`src/rtl/sbsPkg.sv`:
```
package sbsPkg;

  // {RAS#, CAS#, WE#}
  typedef enum logic [2:0] {
    CMD_NOP   = 3'b111,
    CMD_READ  = 3'b101,
    CMD_WRITE = 3'b100,
    CMD_PRE   = 3'b010
  } sbsCmd_e;

  typedef struct packed {
    logic issueRd;
    logic issueWr;
    logic issuePre;
    logic setA10;
  } sbsStrobe_t;

endpackage

```
`src/rtl/sbsCtrl.sv`:
```
module sbsCtrl
  import sbsPkg::*;
#(
  parameter int BL       = 4,
  parameter int BANK_W   = 2,
  parameter int WR_GAP   = 1,
  parameter bit AUTO_PRE = 1'b1,
  parameter int LEN_W    = $clog2(BL) + 1
) (
  input  logic              clk,
  input  logic              rstN,
  input  logic              reqValid,
  input  logic              reqWrite,
  input  logic [BANK_W-1:0] reqBank,
  input  logic              reqPre,
  input  logic [LEN_W-1:0]  reqLen,
  input  logic              readBusy,
  output logic              reqReady,
  output sbsStrobe_t        stb,
  output logic [BANK_W-1:0] preBank
);

  localparam int CNT_W = $clog2(BL + WR_GAP + 2) + 1;

  logic [CNT_W-1:0] holdCnt;
  logic             preArmed;
  logic [LEN_W-1:0] effLen;
  logic [CNT_W-1:0] closeDly;
  logic             fullLen, useAuto, accept;

  always_comb begin
    effLen   = (reqLen == '0 || reqLen > LEN_W'(BL)) ? LEN_W'(BL) : reqLen;
    fullLen  = reqWrite ? (BL == 1) : (effLen == LEN_W'(BL));
    useAuto  = reqPre && AUTO_PRE && fullLen;
    closeDly = reqWrite ? CNT_W'(1 + WR_GAP) : CNT_W'(effLen);
    reqReady = (holdCnt == '0) && !(reqWrite && readBusy);
    accept   = reqValid && reqReady;
    stb.issueRd  = accept && !reqWrite;
    stb.issueWr  = accept && reqWrite;
    stb.issuePre = (holdCnt == CNT_W'(1)) && preArmed;
    stb.setA10   = accept && useAuto;
  end

  always_ff @(posedge clk or negedge rstN) begin
    if (!rstN) begin
      holdCnt  <= '0;
      preArmed <= 1'b0;
      preBank  <= '0;
    end else if (accept && reqPre) begin
      holdCnt  <= useAuto ? closeDly - CNT_W'(1) : closeDly;
      preArmed <= !useAuto;
      preBank  <= reqBank;
    end else if (holdCnt != '0) begin
      holdCnt <= holdCnt - CNT_W'(1);
      if (holdCnt == CNT_W'(1)) preArmed <= 1'b0;
    end
  end

  AST_ONE_CMD: assert property (@(posedge clk) disable iff (!rstN)
    $onehot0({stb.issueRd, stb.issueWr, stb.issuePre}));

  AST_AUTO_HOLD: assert property (@(posedge clk) disable iff (!rstN)
    ((BL > 1) && stb.setA10 && stb.issueRd) |=> !(stb.issueRd || stb.issueWr));

endmodule

```
`src/rtl/sbsData.sv`:
```
module sbsData
  import sbsPkg::*;
#(
  parameter int DATA_W = 16,
  parameter int COL_W  = 10,
  parameter int ADDR_W = 13,
  parameter int BANK_W = 2,
  parameter int BL     = 4,
  parameter int CL     = 2,
  parameter int AP_BIT = 10
) (
  input  logic              clk,
  input  logic              rstN,
  input  sbsStrobe_t        stb,
  input  logic [BANK_W-1:0] reqBank,
  input  logic [COL_W-1:0]  reqCol,
  input  logic [DATA_W-1:0] reqWdata,
  input  logic [BANK_W-1:0] preBank,
  input  logic [DATA_W-1:0] sdDqIn,
  output logic [2:0]        sdCmd,
  output logic [BANK_W-1:0] sdBank,
  output logic [ADDR_W-1:0] sdAddr,
  output logic              sdDqm,
  output logic              sdDqOe,
  output logic [DATA_W-1:0] sdDqOut,
  output logic              rdValid,
  output logic [DATA_W-1:0] rdData,
  output logic              readBusy
);

  localparam int LEFT_W = $clog2(BL) + 1;

  sbsCmd_e           cmdQ;
  logic              beatNow;
  logic [LEFT_W-1:0] rdLeft, wrLeft;
  logic [CL-1:0]     rdShift;
  logic [ADDR_W-1:0] colAddr;

  always_comb begin
    colAddr                = '0;
    colAddr[COL_W-1:0]     = reqCol;
    colAddr[AP_BIT]        = stb.setA10;
  end

  assign sdCmd    = cmdQ;
  assign readBusy = beatNow || (rdLeft != '0) || (rdShift != '0);

  always_ff @(posedge clk or negedge rstN) begin
    if (!rstN) begin
      cmdQ    <= CMD_NOP;
      sdBank  <= '0;
      sdAddr  <= '0;
      sdDqm   <= 1'b0;
      sdDqOe  <= 1'b0;
      sdDqOut <= '0;
      beatNow <= 1'b0;
      rdLeft  <= '0;
      wrLeft  <= '0;
    end else begin
      sdDqOe <= 1'b0;
      sdDqm  <= 1'b0;
      if (stb.issuePre) begin
        cmdQ    <= CMD_PRE;
        sdBank  <= preBank;
        sdAddr  <= '0;
        beatNow <= 1'b0;
        rdLeft  <= '0;
        wrLeft  <= '0;
      end else if (stb.issueRd) begin
        cmdQ    <= CMD_READ;
        sdBank  <= reqBank;
        sdAddr  <= colAddr;
        beatNow <= 1'b1;
        rdLeft  <= LEFT_W'(BL - 1);
        wrLeft  <= '0;
      end else if (stb.issueWr) begin
        cmdQ    <= CMD_WRITE;
        sdBank  <= reqBank;
        sdAddr  <= colAddr;
        sdDqOe  <= 1'b1;
        sdDqOut <= reqWdata;
        beatNow <= 1'b0;
        rdLeft  <= '0;
        wrLeft  <= LEFT_W'(BL - 1);
      end else begin
        cmdQ    <= CMD_NOP;
        sdDqm   <= (wrLeft != '0);
        beatNow <= (rdLeft != '0);
        if (wrLeft != '0) wrLeft <= wrLeft - LEFT_W'(1);
        if (rdLeft != '0) rdLeft <= rdLeft - LEFT_W'(1);
      end
    end
  end

  // read beats travel CL stages to meet their data on the bus
  always_ff @(posedge clk or negedge rstN) begin
    if (!rstN) begin
      rdShift <= '0;
      rdValid <= 1'b0;
      rdData  <= '0;
    end else begin
      rdShift[0] <= beatNow;
      for (int i = 1; i < CL; i++) rdShift[i] <= rdShift[i-1];
      rdValid <= rdShift[CL-1];
      if (rdShift[CL-1]) rdData <= sdDqIn;
    end
  end

  AST_BUS_TURN: assert property (@(posedge clk) disable iff (!rstN)
    sdDqOe |-> (rdShift == '0 && !rdValid));

  AST_DQM_ON_NOP: assert property (@(posedge clk) disable iff (!rstN)
    sdDqm |-> (sdCmd == CMD_NOP));

endmodule

```
`src/rtl/sdramBurstSeq.sv`:
```
module sdramBurstSeq
  import sbsPkg::*;
#(
  parameter int DATA_W   = 16,
  parameter int COL_W    = 10,
  parameter int ADDR_W   = 13,
  parameter int BANK_W   = 2,
  parameter int BL       = 4,
  parameter int CL       = 2,
  parameter int WR_GAP   = 1,
  parameter bit AUTO_PRE = 1'b1,
  parameter int AP_BIT   = 10,
  parameter int LEN_W    = $clog2(BL) + 1
) (
  input  logic              clk,
  input  logic              rstN,
  input  logic              reqValid,
  output logic              reqReady,
  input  logic              reqWrite,
  input  logic [BANK_W-1:0] reqBank,
  input  logic [COL_W-1:0]  reqCol,
  input  logic [DATA_W-1:0] reqWdata,
  input  logic              reqPre,
  input  logic [LEN_W-1:0]  reqLen,
  output logic [2:0]        sdCmd,
  output logic [BANK_W-1:0] sdBank,
  output logic [ADDR_W-1:0] sdAddr,
  output logic              sdDqm,
  output logic              sdDqOe,
  output logic [DATA_W-1:0] sdDqOut,
  input  logic [DATA_W-1:0] sdDqIn,
  output logic              rdValid,
  output logic [DATA_W-1:0] rdData
);

  sbsStrobe_t        stb;
  logic [BANK_W-1:0] preBank;
  logic              readBusy;

  sbsCtrl #(.BL(BL), .BANK_W(BANK_W), .WR_GAP(WR_GAP), .AUTO_PRE(AUTO_PRE),
            .LEN_W(LEN_W)) ctrl (
    .clk(clk), .rstN(rstN), .reqValid(reqValid), .reqWrite(reqWrite),
    .reqBank(reqBank), .reqPre(reqPre), .reqLen(reqLen), .readBusy(readBusy),
    .reqReady(reqReady), .stb(stb), .preBank(preBank)
  );

  sbsData #(.DATA_W(DATA_W), .COL_W(COL_W), .ADDR_W(ADDR_W), .BANK_W(BANK_W),
            .BL(BL), .CL(CL), .AP_BIT(AP_BIT)) data (
    .clk(clk), .rstN(rstN), .stb(stb), .reqBank(reqBank), .reqCol(reqCol),
    .reqWdata(reqWdata), .preBank(preBank), .sdDqIn(sdDqIn), .sdCmd(sdCmd),
    .sdBank(sdBank), .sdAddr(sdAddr), .sdDqm(sdDqm), .sdDqOe(sdDqOe),
    .sdDqOut(sdDqOut), .rdValid(rdValid), .rdData(rdData), .readBusy(readBusy)
  );

endmodule

```
`config.mk`:
```
export PLATFORM = sky130hd
export DESIGN_NAME = sdramBurstSeq
export DESIGN_NICKNAME = d
export VERILOG_FILES = /design/src/rtl/sbsPkg.sv /design/src/rtl/sbsCtrl.sv /design/src/rtl/sbsData.sv /design/src/rtl/sdramBurstSeq.sv
export SDC_FILE = /design/constraint.sdc
export NUM_CORES = 1
export LEC_CHECK = 0
export BUFFER_PORTS_ARGS = -buffer_cell sky130_fd_sc_hd__buf_2
export CORE_UTILIZATION = 49
export DETAILED_ROUTE_END_ITERATION = 10
export MAX_ROUTING_LAYER = met4
export PLACE_DENSITY_LB_ADDON = 0.05
export SETUP_SLACK_MARGIN = 0.5
export SYNTH_ARGS = -nofsm -noshare
export SYNTH_HDL_FRONTEND = slang
export SYNTH_SLANG_ARGS = --single-unit
```
`constraint.sdc`:
```
create_clock -name clk -period 2.8 [get_ports clk]
set_input_delay 0.42 -clock clk [delete_from_list [all_inputs] [get_ports clk]]
set_output_delay 0.42 -clock clk [all_outputs]
set_load 0.01 [all_outputs]
```
# Yosys cells after proc, flatten, opt, wreduce, memory -nomap -nowiden
# Index checks and enable logic that the tools add are counted.
# op_classes
add_sub_neg,4
order_cmp,1
n_eq_ne,2
mux,35
bitwise_logic,2
reduce_logical,28
# ops
op,n
13-bit two-way mux,3
3-bit two-way mux,12
1-bit two-way mux,13
4-bit two-way mux,3
4-bit nonzero test,3
1-bit logical AND,9
3-bit nonzero test,3
2-bit two-way mux,4
"4-bit by 1-bit subtractor with 4-bit output, second input constant",2
2-bit nonzero test,3
"3-bit by 1-bit subtractor with 3-bit output, second input constant",2
"4-bit by 1-bit equality test with 1-bit output, second input constant",1
4-bit zero test,1
"3-bit equality test, second input constant",1
"3-bit > comparator, second input constant",1
1-bit zero test,3
3-bit zero test,1
1-bit logical OR,3
3-bit AND reduction,1
1-bit inverter,2
2-bit AND reduction,1
# word_totals
reg_bits,69
input_bits,52
elab_cells,87

# Depth between registers and ports, before layout
# logic_depth
word_depth,11
mapped_depth,9

# Hierarchy
# Synthesis repeated with hierarchy kept, for this count alone.
# hier_totals
cells_unflattened,241
hier_area_um2,3064.2
# by_module_without_submodules
module,n_inst,cells_each,area_each_um2,seq_area_each_um2
sbsData,1,186,2516.2,1505.2
sbsCtrl,1,55,548.0,175.2

# Worst setup path before layout
# OpenSTA, ideal clock, no wires.
# synth_timing
path_kind,register to register
start,register data.rdLeft[0]
end,register data.sdDqOut[0]
setup_ps,127
arrival_ps,2318
required_time_ps,2673
setup_slack_ps,355
stages_incl_launch_ff,10
n_path_buf,2
cell_sequence,dfrtp_1 > inv_1 > ha_1 > ha_1 > or4b_4 > a21oi_2 > and4_1 > buf_4 > buf_8 > mux2_1
# synth_via
elab_chain_len,10
word_cells_on_any_way,11
cone_classes,bitwise (1); reduce/logical (10)
# synth_rtl
element,line,text
start: declaration,sbsData.sv:35,"logic [LEFT_W-1:0] rdLeft, wrLeft;"
start signal: assignment,sbsData.sv:74,rdLeft <= LEFT_W'(BL - 1);
start signal: assignment,sbsData.sv:90,if (rdLeft != '0) rdLeft <= rdLeft - LEFT_W'(1);
3-bit nonzero test (*),sbsData.sv:46,assign readBusy = beatNow || (rdLeft != '0) || (rdShift != '0);
1-bit logical OR (*) (2 in a row),sbsData.sv:46,
1-bit logical AND (*),sbsCtrl.sv:36,reqReady = (holdCnt == '0) && !(reqWrite && readBusy);
1-bit zero test (*),sbsCtrl.sv:36,
1-bit logical AND (*),sbsCtrl.sv:36,
net reqReady,sdramBurstSeq.sv:18,"output logic reqReady,"
1-bit logical AND (*),sbsCtrl.sv:37,accept = reqValid && reqReady;
1-bit logical AND,sbsCtrl.sv:38,stb.issueRd = accept && !reqWrite;
1-bit inverter (no source line),n/a,
3-bit AND reduction (no source line) (*),n/a,
end signal: assignment,sbsData.sv:81,sdDqOut <= reqWdata;
end: declaration,sbsData.sv:25,"output logic [DATA_W-1:0] sdDqOut,"
# The timed path passes the listed nets; every way through them passes the cells marked *.
# A chain may end at the register's enable or synchronous reset.

# Worst setup path in the final report
# layout_timing
start,register data.rdLeft[1]
end,register data.sdDqOut[4]
# layout_via
elab_chain_len,10
word_cells_on_any_way,11
cone_classes,bitwise (1); reduce/logical (10)
# layout_rtl
element,line
3-bit nonzero test (*),sbsData.sv:46
1-bit logical OR (*) (2 in a row),sbsData.sv:46
1-bit logical AND (*),sbsCtrl.sv:36
1-bit zero test (*),sbsCtrl.sv:36
1-bit logical AND (*),sbsCtrl.sv:36
1-bit logical AND (*),sbsCtrl.sv:37
1-bit logical AND,sbsCtrl.sv:38
1-bit inverter (no source line),n/a
3-bit AND reduction (no source line) (*),n/a
# Every way passes the cells marked *; elsewhere a longest branch is shown, timed or not.

==> out/results.ini <==
[logic_synthesis]
syn-cell-area_um2 = 2860
synth-main-ff-cell = dfrtp_1
yosysMostFrequentCell = dfrtp_1
synth_top_cell_by_area = dfrtp_1
synth_edf_count = 0
avgSynthCellArea_um2 = 13.1
postSynthCellCount = 219
synthTopCellsByArea = dfrtp_1 56%, mux2_2 9.8%, mux2i_1 6.3%, ha_1 3.9%, mux2_1 3.5%
synth-seq-cells = 67
async_flop_share_pct = 100
yosysTopAreaCellShare_pct = 55.9
synth_common_cells = 64 x dfrtp_1, 25 x mux2_2, 21 x nor2_1
synthDistinctLibCells = 37
seq_area_frac_synth_pct = 58.7
yosysWarnings = 0

[routing]
wl_mm = 5.38
wl_per_cell_um = 13.0
vias = 2010
drc = 0
drtPass1Iterations = 4
viasPerCell = 4.87
first_iter_violations = 58
antenna_left = 0

[setup_path]
slowest_stage = or4b_4
start_kind = register
r2r_setup_slack_ps = 480
slowest_delay_ps = 500
crit_family = simple AND/OR/NAND/NOR gates
crit_path_cell_trace = inv_1 > ha_2 > ha_4 > or4b_4 > a21oi_4 > and4_4 > clkbuf_16 > mux2_2
path_buf_inv = 2
cp.required_ps = 3020
critPathCaptureType = register
crit_fanout = 8
reg2reg_from = data.rdLeft[1]$_DFFE_PN0P_
cp.arrival_ps = 2550
path_depth = 8
worstSetupPathType = reg2reg
ff2ff_path_depth = 8
worstReg2RegEnd = data.sdDqOut[4]$_DFFE_PN0P_

[placed_design]
dpl.hpwl_mm = 3.79
io_buffers = 103
post-place-ws_ps = 415
finalWeightedCongestion = 0.743

[clocking]
cts_sinks = 67
clkTransAtPathRegs_ps = 70
cts_hold_buf = 0
clock_latency_ps = 340
cts_max_level = 3
numCtsBuffers = 9
cts_tree = yes
cts_buffer_depth = 2
cts-root-buf = clkbuf_8

[final_layout]
nFillCells = 425
area_delta_synth_final_pct = 33.9
fin_nets = 397
n_antenna_cell = 0
drive_gt1_share_pct = 49.9

[sta]
skew_ps = 8.63
rsz0062_at_grt = true
finalCriticalPeriod_ps = 2320
max_freq_ghz = 0.430
slew_headroom_pct = 57.1
layout_setup_ws_ps = 475
slew_violations = 0
post-route-period-util_pct = 83.0
fin_setup_tns_ps = 0
setup_viol = 0
final_hold_viol_count = 0
worstMarginPinSlew_ps = 644

[run]
drv_cap = 0

[run_status]
status = finished, final reports clean

[die]
fp.dieH_um = 78.4
rows = 27
die_area_um2 = 6150
fp.dieW_um = 78.4
start_util_pct = 51.4
ios = 106
coreArea_um2 = 5570

[worst_hold_path]
min_path_type = in2async

[global_routing]
grt_pass1_wl_mm = 8.60
antenna_found_initial = 0
globalRoute.busiestLayer = met2
met1_usage_pct = 23.2
gr-usage-all-layers_pct = 18.9
grt_start_max_net_pins = 30
met3_usage_pct = 4.42
grt_pass1_vias = 1949
met2_usage_pct = 29.7
overflow = 0

[pwr]
power_frac_seq_pct = 40.6
power.internal_uw = 2560
irDropWorstVdd_mv = 0.537
clkPwrFrac_pct = 23.8
p_comb_share_pct = 35.6
power_uw = 3740
p_sw_uw = 1180
total_leakage_power_uw = 0.00195
powerDensity_nw_per_um2 = 976
swShare_pct = 31.6

cells in the final DEF, fill, tap and decap left out, drive strengths merged:
master,n
a2111oi,1
a211o,1
a211oi,2
a21boi,2
a21o,1
a21oi,10
a22o,1
and3,1
and4,1
buf,115
bufinv,2
clkbuf,12
clkinv,2
clkinvlp,2
conb,2
dfrtp,64
dfstp,3
ha,9
inv,12
mux2,34
mux2i,18
nand2,7
nand2b,2
nor2,21
nor2b,3
nor3,1
o21ai,2
o31a,1
or2,2
or3,1
or3b,1
or4b,1
xnor2,3
xor2,1
worst max path at each step:
stage | start | to | slack [ps]
after floorplan | data.rdLeft[0]$_DFFE_PN0P_ | data.sdDqOut[0]$_DFFE_PN0P_ | 490
after global placement | data.rdLeft[0]$_DFFE_PN0P_ | data.sdDqOut[3]$_DFFE_PN0P_ | 460
after detailed placement | data.rdLeft[0]$_DFFE_PN0P_ | data.sdDqOut[1]$_DFFE_PN0P_ | 410
after CTS | data.rdLeft[0]$_DFFE_PN0P_ | reqReady | 440
after global routing | data.rdLeft[1]$_DFFE_PN0P_ | data.sdDqOut[15]$_DFFE_PN0P_ | 420
final | data.rdLeft[1]$_DFFE_PN0P_ | data.sdDqOut[4]$_DFFE_PN0P_ | 480
flip-flops by register name, indices dropped and copies added (netlist names):
register	cells
data.wrLeft	3
data.rdData	16
data.sdCmd	3
ctrl.holdCnt	4
data.sdBank	2
data.sdDqOe	1
data.sdDqOut	16
ctrl.preBank	2
ctrl.preArmed	1
data.beatNow	1
data.sdDqm	1
data.sdAddr	11
data.rdLeft	3
data.rdValid	1
data.rdShift	2
area by class of cell:
class,instances,area [um2],share of cell area (%)
repair buffers,117,691,18.0
multi-input cells,129,1100,28.7
clock inverters,6,88.8,2.32
flip-flops and latches,67,1680,43.8
clock buffers,10,138,3.59
well taps,72,90.1,2.35
inverters,12,45.0,1.18
routing by layer:
| layer | vias up | part of all wire (%) |
|---|---|---|
| met1 | 958 | 44 |
| met4 | 0 | 1.6 |
| li1 | 974 | - |
| met2 | 70 | 49 |
| met3 | 8 | 5.4 |
| met5 | - | 0 |
stage by stage:
step / hold slack, ps / std cells / utilization (%) / cell area [um2]
2_1_floorplan: 124 / 220 / - / 2890
3_3_place_gp: 363 / 390 / 62.3 / 3470
3_5_place_dp: 368 / 390 / 62.3 / 3470
4_1_cts: 114 / 408 / 66.9 / 3730
5_1_grt: 151 / 413 / 68.8 / 3830
6_report: 106 / 413 / 68.8 / 3830
cell families (layout without fill, tap and decap cells):
group	count (synthesis)	count (layout)	synth area share (%)
buffers and inverters	24	145	4.50
other	1	2	0.131
AOI/OAI and AO/OA	21	21	4.94
adders and majority gates	9	9	3.93
xor gates and xnor gates	4	4	1.22
and+or+nand+nor	41	41	6.91
muxes	52	52	19.7
DFF	67	67	58.7
power by group through the flow:
| stage | Clock, uW | Sequential (uW) | Combinational (uW) |
|---|---|---|---|
| 6_report | 890 | 1520 | 1330 |
| 5_1_grt | 961 | 1570 | 1480 |
| 4_1_cts | 919 | 1520 | 1300 |
| 3_5_place_dp | 0 | 1540 | 1270 |
| 3_3_place_gp | 0 | 1530 | 1230 |
| 2_1_floorplan | 0 | 1660 | 705 |
worst register-to-register path: stages, from the launching register on:
cell and delay, ps:
dfrtp_1 380, inv_1 70, ha_2 190, ha_4 130
or4b_4 500, a21oi_4 170, and4_4 280, clkbuf_16 160
mux2_2 330
repair_timing:
action	in CTS	in global routing
setup buffers	2	3
gates cloned	0	2
endpoints found under the setup margin	35	33
pin swaps	3	4
gates resized for setup	4	8
(Power assumes the default switching activity.)
